[config.mk]
export PLATFORM = sky130hd
export DESIGN_NAME = spi_mem_frontend
export DESIGN_NICKNAME = d
export VERILOG_FILES = /design/src/rtl/spi_mem_pkg.sv /design/src/rtl/spi_sync.sv /design/src/rtl/spi_hold_gate.sv /design/src/rtl/spi_cmd_fsm.sv /design/src/rtl/spi_mem_frontend.sv
export SDC_FILE = /design/constraint.sdc
export NUM_CORES = 1
export LEC_CHECK = 0
export ABC_AREA = 1
export BUFFER_PORTS_ARGS = -buffer_cell sky130_fd_sc_hd__buf_2
export CAP_MARGIN = 20
export CORE_MARGIN = 5
export CORE_UTILIZATION = 30
export CTS_CLUSTER_DIAMETER = 200
export DETAILED_ROUTE_END_ITERATION = 10
export GPL_TIMING_DRIVEN = 0
export PLACE_DENSITY = 0.54
export SLEW_MARGIN = 30
export SYNTH_ARGS = -nofsm -noshare
export SYNTH_HDL_FRONTEND = slang
export SYNTH_SLANG_ARGS = --single-unit
[constraint.sdc]
create_clock -name clk -period 2.28 [get_ports clk]
set_input_delay 0.456 -clock clk [delete_from_list [all_inputs] [get_ports clk]]
set_output_delay 0.456 -clock clk [all_outputs]
set_load 0.01 [all_outputs]
[src/rtl/spi_mem_pkg.sv]
`timescale 1ns/1ps
package spi_mem_pkg;

    localparam int BYTE_W = 8;

    // Transfer phase inside one selection
    typedef enum logic [2:0] {
        PH_IDLE,
        PH_CMD,
        PH_ADDR,
        PH_RDATA,
        PH_WDATA,
        PH_STAT,
        PH_SRWR,
        PH_SKIP
    } phase_t;

    typedef enum logic [2:0] {
        OP_NONE,
        OP_READ,
        OP_WRITE,
        OP_WREN,
        OP_WRDI,
        OP_RDSR,
        OP_WRSR
    } op_t;

    // Gated serial clock edges as seen by the sequencer
    typedef struct packed {
        logic rise;
        logic fall;
    } sck_edge_t;

    // Low three bits select the command; the upper nibble must be clear
    function automatic op_t decode_op(input logic [BYTE_W-1:0] b);
        op_t r;
        r = OP_NONE;
        if (b[7:4] == 4'b0000) begin
            unique case (b[2:0])
                3'b011:  r = OP_READ;
                3'b010:  r = OP_WRITE;
                3'b110:  r = OP_WREN;
                3'b100:  r = OP_WRDI;
                3'b101:  r = OP_RDSR;
                3'b001:  r = OP_WRSR;
                default: r = OP_NONE;
            endcase
        end
        return r;
    endfunction

    function automatic logic [8:0] join_addr(input logic hi, input logic [BYTE_W-1:0] lo);
        return {hi, lo};
    endfunction

endpackage

[src/rtl/spi_sync.sv]
`timescale 1ns/1ps
module spi_sync #(
    parameter int               WIDTH   = 4,
    parameter int               STAGES  = 2,
    parameter logic [WIDTH-1:0] RST_VAL = '0
) (
    input  logic             clk,
    input  logic             rst,
    input  logic [WIDTH-1:0] d,
    output logic [WIDTH-1:0] q
);

    logic [STAGES-1:0][WIDTH-1:0] chain;

    always_ff @(posedge clk) begin
        if (rst) begin
            chain <= {STAGES{RST_VAL}};
        end else begin
            chain <= {chain[STAGES-2:0], d};
        end
    end

    assign q = chain[STAGES-1];

endmodule

[src/rtl/spi_hold_gate.sv]
`timescale 1ns/1ps
module spi_hold_gate
    import spi_mem_pkg::*;
(
    input  logic      clk,
    input  logic      rst,
    input  logic      sck_s,
    input  logic      cs_s,
    input  logic      hold_n_s,
    output sck_edge_t edg,
    output logic      held
);

    logic sck_q;

    always_ff @(posedge clk) begin
        if (rst) begin
            sck_q <= 1'b0;
        end else begin
            sck_q <= sck_s;
        end
    end

    // Pause state follows the pin only while the clock is low
    always_ff @(posedge clk) begin
        if (rst || cs_s) begin
            held <= 1'b0;
        end else if (!sck_s) begin
            held <= !hold_n_s;
        end
    end

    assign edg.rise = sck_s & ~sck_q & ~held & ~cs_s;
    assign edg.fall = ~sck_s & sck_q & ~held & ~cs_s;


    hold_sck_low_chk: assert property (@(posedge clk) disable iff (rst)
        (!$past(cs_s) && (held != $past(held))) |-> !$past(sck_s));

endmodule

[src/rtl/spi_cmd_fsm.sv]
`timescale 1ns/1ps
module spi_cmd_fsm
    import spi_mem_pkg::*;
#(
    parameter int ADDR_W = 9
) (
    input  logic              clk,
    input  logic              rst,
    input  logic              cs_s,
    input  logic              si_s,
    input  sck_edge_t         edg,
    input  logic              held,
    input  logic [BYTE_W-1:0] mem_rd_data,
    input  logic [BYTE_W-1:0] status,
    output logic              so,
    output logic              so_oe,
    output logic [ADDR_W-1:0] addr,
    output logic [BYTE_W-1:0] wr_data,
    output logic              wr_vld,
    output logic              sr_wr,
    output logic              wren,
    output logic              wrdi,
    output logic              op_end
);

    localparam int CNT_W = $clog2(BYTE_W);

    phase_t            phase;
    logic [CNT_W-1:0]  bit_cnt;
    logic [BYTE_W-2:0] shin;
    logic [BYTE_W-1:0] obyte;
    logic              so_q;
    logic              out_live;
    logic              a8;
    logic              rd_mode;
    logic              cs_q;

    logic [BYTE_W-1:0] byte_in;
    logic              byte_done;
    logic [8:0]        addr9;
    logic [ADDR_W-1:0] addr_load;
    logic [BYTE_W-1:0] out_src;
    logic              drive_ph;

    assign byte_in   = {shin, si_s};
    assign byte_done = edg.rise && (bit_cnt == CNT_W'(BYTE_W - 1));
    assign addr9     = join_addr(a8, byte_in);

    // The ninth address bit only exists for a 512-byte array
    if (ADDR_W == 9) begin : g_hi_bit
        assign addr_load = addr9;
    end else begin : g_lo_only
        assign addr_load = byte_in[ADDR_W-1:0];
    end

    assign out_src  = (phase == PH_RDATA) ? mem_rd_data : status;
    assign drive_ph = (phase == PH_RDATA) || (phase == PH_STAT);

    always_ff @(posedge clk) begin
        if (rst) begin
            phase    <= PH_IDLE;
            bit_cnt  <= '0;
            shin     <= '0;
            obyte    <= '0;
            so_q     <= 1'b0;
            out_live <= 1'b0;
            a8       <= 1'b0;
            rd_mode  <= 1'b0;
            cs_q     <= 1'b1;
            addr     <= '0;
            wr_data  <= '0;
            wr_vld   <= 1'b0;
            sr_wr    <= 1'b0;
            wren     <= 1'b0;
            wrdi     <= 1'b0;
            op_end   <= 1'b0;
        end else begin
            wr_vld <= 1'b0;
            sr_wr  <= 1'b0;
            wren   <= 1'b0;
            wrdi   <= 1'b0;
            cs_q   <= cs_s;
            op_end <= cs_s & ~cs_q;
            if (cs_s) begin
                phase    <= PH_IDLE;
                bit_cnt  <= '0;
                out_live <= 1'b0;
            end else if (phase == PH_IDLE) begin
                phase <= PH_CMD;
            end else begin
                if (edg.rise) begin
                    bit_cnt <= bit_cnt + CNT_W'(1);
                    shin    <= byte_in[BYTE_W-2:0];
                end
                if (byte_done) begin
                    unique case (phase)
                        PH_CMD: begin
                            unique case (decode_op(byte_in))
                                OP_READ: begin
                                    a8      <= byte_in[3];
                                    rd_mode <= 1'b1;
                                    phase   <= PH_ADDR;
                                end
                                OP_WRITE: begin
                                    a8      <= byte_in[3];
                                    rd_mode <= 1'b0;
                                    phase   <= PH_ADDR;
                                end
                                OP_WREN: begin
                                    wren  <= 1'b1;
                                    phase <= PH_SKIP;
                                end
                                OP_WRDI: begin
                                    wrdi  <= 1'b1;
                                    phase <= PH_SKIP;
                                end
                                OP_RDSR: phase <= PH_STAT;
                                OP_WRSR: phase <= PH_SRWR;
                                default: phase <= PH_SKIP;
                            endcase
                        end
                        PH_ADDR: begin
                            addr  <= addr_load;
                            phase <= rd_mode ? PH_RDATA : PH_WDATA;
                        end
                        PH_RDATA: addr <= addr + ADDR_W'(1);
                        PH_WDATA: begin
                            wr_data <= byte_in;
                            wr_vld  <= 1'b1;
                        end
                        PH_SRWR: begin
                            wr_data <= byte_in;
                            sr_wr   <= 1'b1;
                            phase   <= PH_SKIP;
                        end
                        default: ;
                    endcase
                end
                if (edg.fall && drive_ph) begin
                    out_live <= 1'b1;
                    if (bit_cnt == '0) begin
                        so_q  <= out_src[BYTE_W-1];
                        obyte <= {out_src[BYTE_W-2:0], 1'b0};
                    end else begin
                        so_q  <= obyte[BYTE_W-1];
                        obyte <= {obyte[BYTE_W-2:0], 1'b0};
                    end
                end
            end
        end
    end

    assign so_oe = drive_ph && out_live && !held && !cs_s;
    assign so    = so_oe ? so_q : 1'b0;


    hold_freeze_chk: assert property (@(posedge clk) disable iff (rst)
        ($past(held) && !$past(cs_s) && ($past(phase) != PH_IDLE)) |-> (bit_cnt == $past(bit_cnt)));


    desel_clear_chk: assert property (@(posedge clk) disable iff (rst)
        cs_s |=> ((phase == PH_IDLE) && (bit_cnt == '0)));


    rd_ptr_step_chk: assert property (@(posedge clk) disable iff (rst)
        (($past(phase) == PH_RDATA) && $past(edg.rise) && ($past(bit_cnt) == CNT_W'(BYTE_W - 1))
         && !$past(cs_s)) |-> (addr == ADDR_W'($past(addr) + ADDR_W'(1))));


    wr_vld_src_chk: assert property (@(posedge clk) disable iff (rst)
        wr_vld |-> ($past(phase) == PH_WDATA));


    strobe_excl_chk: assert property (@(posedge clk) disable iff (rst)
        $onehot0({wren, wrdi, sr_wr, wr_vld}));

endmodule

[src/rtl/spi_mem_frontend.sv]
`timescale 1ns/1ps
module spi_mem_frontend
    import spi_mem_pkg::*;
#(
    parameter int ADDR_W      = 9,
    parameter int SYNC_STAGES = 2
) (
    input  logic              clk,
    input  logic              rst,
    input  logic              sck_i,
    input  logic              si_i,
    input  logic              cs_n_i,
    input  logic              hold_n_i,
    output logic              so_o,
    output logic              so_oe_o,
    output logic [ADDR_W-1:0] mem_addr_o,
    input  logic [7:0]        mem_rd_data_i,
    input  logic [7:0]        status_i,
    output logic [7:0]        wr_data_o,
    output logic              wr_vld_o,
    output logic              sr_wr_o,
    output logic              wren_o,
    output logic              wrdi_o,
    output logic              op_end_o
);

    localparam int PIN_W = 4;

    logic [PIN_W-1:0] pins_s;
    logic             sck_s;
    logic             si_s;
    logic             cs_s;
    logic             hold_n_s;
    sck_edge_t        edg;
    logic             held;

    spi_sync #(
        .WIDTH   (PIN_W),
        .STAGES  (SYNC_STAGES),
        .RST_VAL (4'b1100)
    ) u_sync (
        .clk (clk),
        .rst (rst),
        .d   ({hold_n_i, cs_n_i, si_i, sck_i}),
        .q   (pins_s)
    );

    assign {hold_n_s, cs_s, si_s, sck_s} = pins_s;

    spi_hold_gate u_gate (
        .clk      (clk),
        .rst      (rst),
        .sck_s    (sck_s),
        .cs_s     (cs_s),
        .hold_n_s (hold_n_s),
        .edg      (edg),
        .held     (held)
    );

    spi_cmd_fsm #(
        .ADDR_W (ADDR_W)
    ) u_fsm (
        .clk         (clk),
        .rst         (rst),
        .cs_s        (cs_s),
        .si_s        (si_s),
        .edg         (edg),
        .held        (held),
        .mem_rd_data (mem_rd_data_i),
        .status      (status_i),
        .so          (so_o),
        .so_oe       (so_oe_o),
        .addr        (mem_addr_o),
        .wr_data     (wr_data_o),
        .wr_vld      (wr_vld_o),
        .sr_wr       (sr_wr_o),
        .wren        (wren_o),
        .wrdi        (wrdi_o),
        .op_end      (op_end_o)
    );

endmodule

==> summary.txt <==
Placed design
  – PortBufs: 44
  – Dpl hpwl: 4800 microns
  – GP Congestion: 0.832

Logic synthesis
  – Syn_area_per_cell: 7.27 sq um
  – Largest area contributor in the netlist: dfxtp_1
  – Synth async-reset ratio: 0
  – EDFF count, synth: 0
  – Ranking of synthesized cells by area: dfxtp_1, o21ai_0, a21oi_1
  – Flop and latch count out of synthesis: 57
  – Sequential fraction of the synthesis area: 0.435
  – Synthesized instance count: 361
  – Synth Flop Type: dfxtp_1
  – Mapped Area: 2630 sq um
  – Synth Warn #: 0
  – Most frequent cell after synthesis: dfxtp_1
  – Top cells by count, synth: dfxtp_1, nand2_1, o21ai_0
  – Top cell type's share of synthesized area: 0.435
  – Distinct cells, synth: 35
  – Syn Nets: 387

Routing
  – Drt pass-1 iters: 4
  – DR DRC count: 0
  – Routed via count: 2439
  – DRT Wirelength: 6440 microns
  – Final ANT Viol Nets: 0
  – Wire length per cell: 12.2 microns
  – Vias per cell: 4.60
  – DR iter-0 viols: 70

Setup path
  – Nature of the critical path endpoint: primary output
  – Worst-path fanout max: 6
  – WP data arrival: 1620 ps
  – Worst R2R Start: u_fsm.bit_cnt[0]$_SDFFE_PP0P_
  – Critical Path Max Stage Delay: 370 ps
  – Critical path startpoint category: flip-flop
  – R2r setup slk: 470 ps
  – Cells along the critical path: inv_1 > nand2_1 > nor2_1 > nor2_4 > nor3_1 > and2_1 > buf_2
  – R2r endpoint: u_fsm.obyte[1]$_SDFFE_PP0P_
  – CP max-delay cell: dfxtp_1
  – Critical Path Source: u_fsm.phase[1]$_SDFFE_PP0P_
  – Worst path required time: 1820 ps
  – Worst r2r path cells: 8
  – Worst setup path class: flip-flop to primary output

Floorplanning
  – IO Pins: 46
  – Die Ht: 104 microns
  – Core footprint: 8640 sq um
  – Initial Utilization: 0.304
  – Die ar.: 10700 sq um
  – Site Rows: 34
  – Die Wd: 104 microns

Power and ir drop
  – Leak: 1.41 nW
  – Power per cell area: 668 nW/um^2
  – Worst vdd ir: 399 uV
  – Total power draw: 0.00215 W

Finish
  – Final nets: 443
  – Number of diodes: 0
  – Layout Utilization: 0.373
  – Share of cells above drive strength 1: 0.211
  – Area Growth Syn to Fin: 22.6%

Min path
  – Class of the worst hold path: primary input to flip-flop
  – Hold path depth: 2
  – HP Start: cs_n_i
  – Hold Path End: u_sync.chain[2]$_SDFF_PP1_

Clock tree
  – CTS tree: built
  – Clk buf depth: 2
  – Clock Sinks: 57
  – Clock transition at path regs: 70 ps
  – Worst-Skew Late Latency: 340 ps
  – Root buffer cell: clkbuf_8
  – Htree depth: 3
  – CTS Buf Count: 9

Run
  – Max cap viols: 0

Timing
  – Fmax: 0.481 GHz
  – Relative slew slack: 0.629
  – Final hold viol count: 0
  – Unrepaired setup endpoints after global routing: no
  – Final-report setup violation count: 0
  – Min cycle time layout: 2080 ps
  – WHS: 296 ps
  – Max Slew Vio Count: 0
  – Max Clock Skew: 5.48 ps
  – Total Neg Setup Slack: 0 ps
  – Fin crit share: 0.911
  – Slew @ Worst Pin: 556 ps

Global routing
  – Antenna violations before repair: 0
  – Largest net degree at the start of global routing: 12
  – Vias in the first global route: 2329
  – Gr ovfl total: 0
  – GR Util All Layers: 0.127
  – Global-route wire length before repair: 11100 microns

Outcome
  – Status: finished clean
==> area by class of cell <==
| cell class | count | area, sq um |
|---|---|---|
| Timing Repair Buffer | 45 | 228 |
| Clock buffer | 10 | 138 |
| Buffer | 9 | 65.1 |
| Inverter | 49 | 184 |
| Multi-Input combinational cell | 246 | 1230 |
| Sequential cell | 57 | 1140 |
| Clock inverter | 6 | 91.3 |
| Fill cell | 953 | 5420 |
| Tap cell | 108 | 135 |
==> state kept, by name, indices dropped and copies added (netlist names), 3 cells and up <==
name,count
u_fsm.bit_cnt,3
u_fsm.wr_data,8
u_fsm.phase,3
u_sync.q,4
u_fsm.obyte,7
u_sync.chain,4
u_fsm.addr,9
u_fsm.shin,7
==> timing repair <==
item                                   CTS  global route
endpoints found under the hold margin    0             0
pin swaps                                1             0
setup endpoints to repair                1             1
gates resized for setup                  0             1
buffers inserted                         1             0
hold buffers                             0             0
==> worst max path at each step <==
| stage | endpoint | slack [ps] |
|---|---|---|
| after floorplan | so_o | 510 |
| after global placement | so_o | 350 |
| after detailed placement | so_o | 350 |
| after CTS | so_o | 80 |
| after global routing | so_o | 20 |
| final | so_o | 200 |
==> cell families after synthesis <==
| group | after synthesis | synth area share |
|---|---|---|
| xor+xnor | 1 | 0.00334 |
| buf+inv | 58 | 0.0949 |
| simple gates | 137 | 0.238 |
| compound gates | 104 | 0.210 |
| flops | 57 | 0.435 |
| fa+ha+maj | 4 | 0.0191 |
==> through the flow <==
stage | worst slack [ps] | area [sq um] | instances
after global routing | 23.7 | 3220 | 530
after floorplan | 509 | 2630 | 361
after detailed placement | 345 | 2980 | 513
after CTS | 78.9 | 3220 | 530
after global placement | 348 | 2980 | 513
final | 202 | 3220 | 530
==> metal layers <==
layer	wire, microns	vias up	part of all wire	track usage
li1	-	1294	-	-
met1	3100	1084	0.48	0.162
met2	2860	54	0.44	0.193
met3	388	7	0.060	0.0522
met4	96	0	0.015	0.0403
met5	0	-	0	0
==> report_power, final <==
part | switching, W | internal, W
Sequential | 0.00000481 | 0.00100
Clock | 0.000427 | 0.000646
Combinational | 0.0000380 | 0.0000292
==> layout by cell type, fill, tap and decap left out, types with 2 or more instances in the layout <==
master and instances:
dfxtp_1 56, nand2_1 53, o21ai_0 47, a21oi_1 46
nor2_1 45, buf_2 45, inv_1 44, nand3_1 12
clkbuf_8 10, nor3_1 5, nand4_1 5, or2_2 5
a21oi_2 4, ha_1 4, nor2_4 3, inv_2 3
buf_6 3, clkinvlp_4 3, nand2_2 2, clkinv_1 2
clkbuf_1 2, nand3b_1 2, o21ai_1 2, buf_4 2
bufinv_16 2
==> worst max-delay path, delay by kind of cell (launching register included) <==
family	cells	cell delay, ps
buffers and inverters	2	240
flip-flops	1	370
AND/OR/NAND/NOR	5	690
No activity file was read; power rests on OpenSTA's default activity.
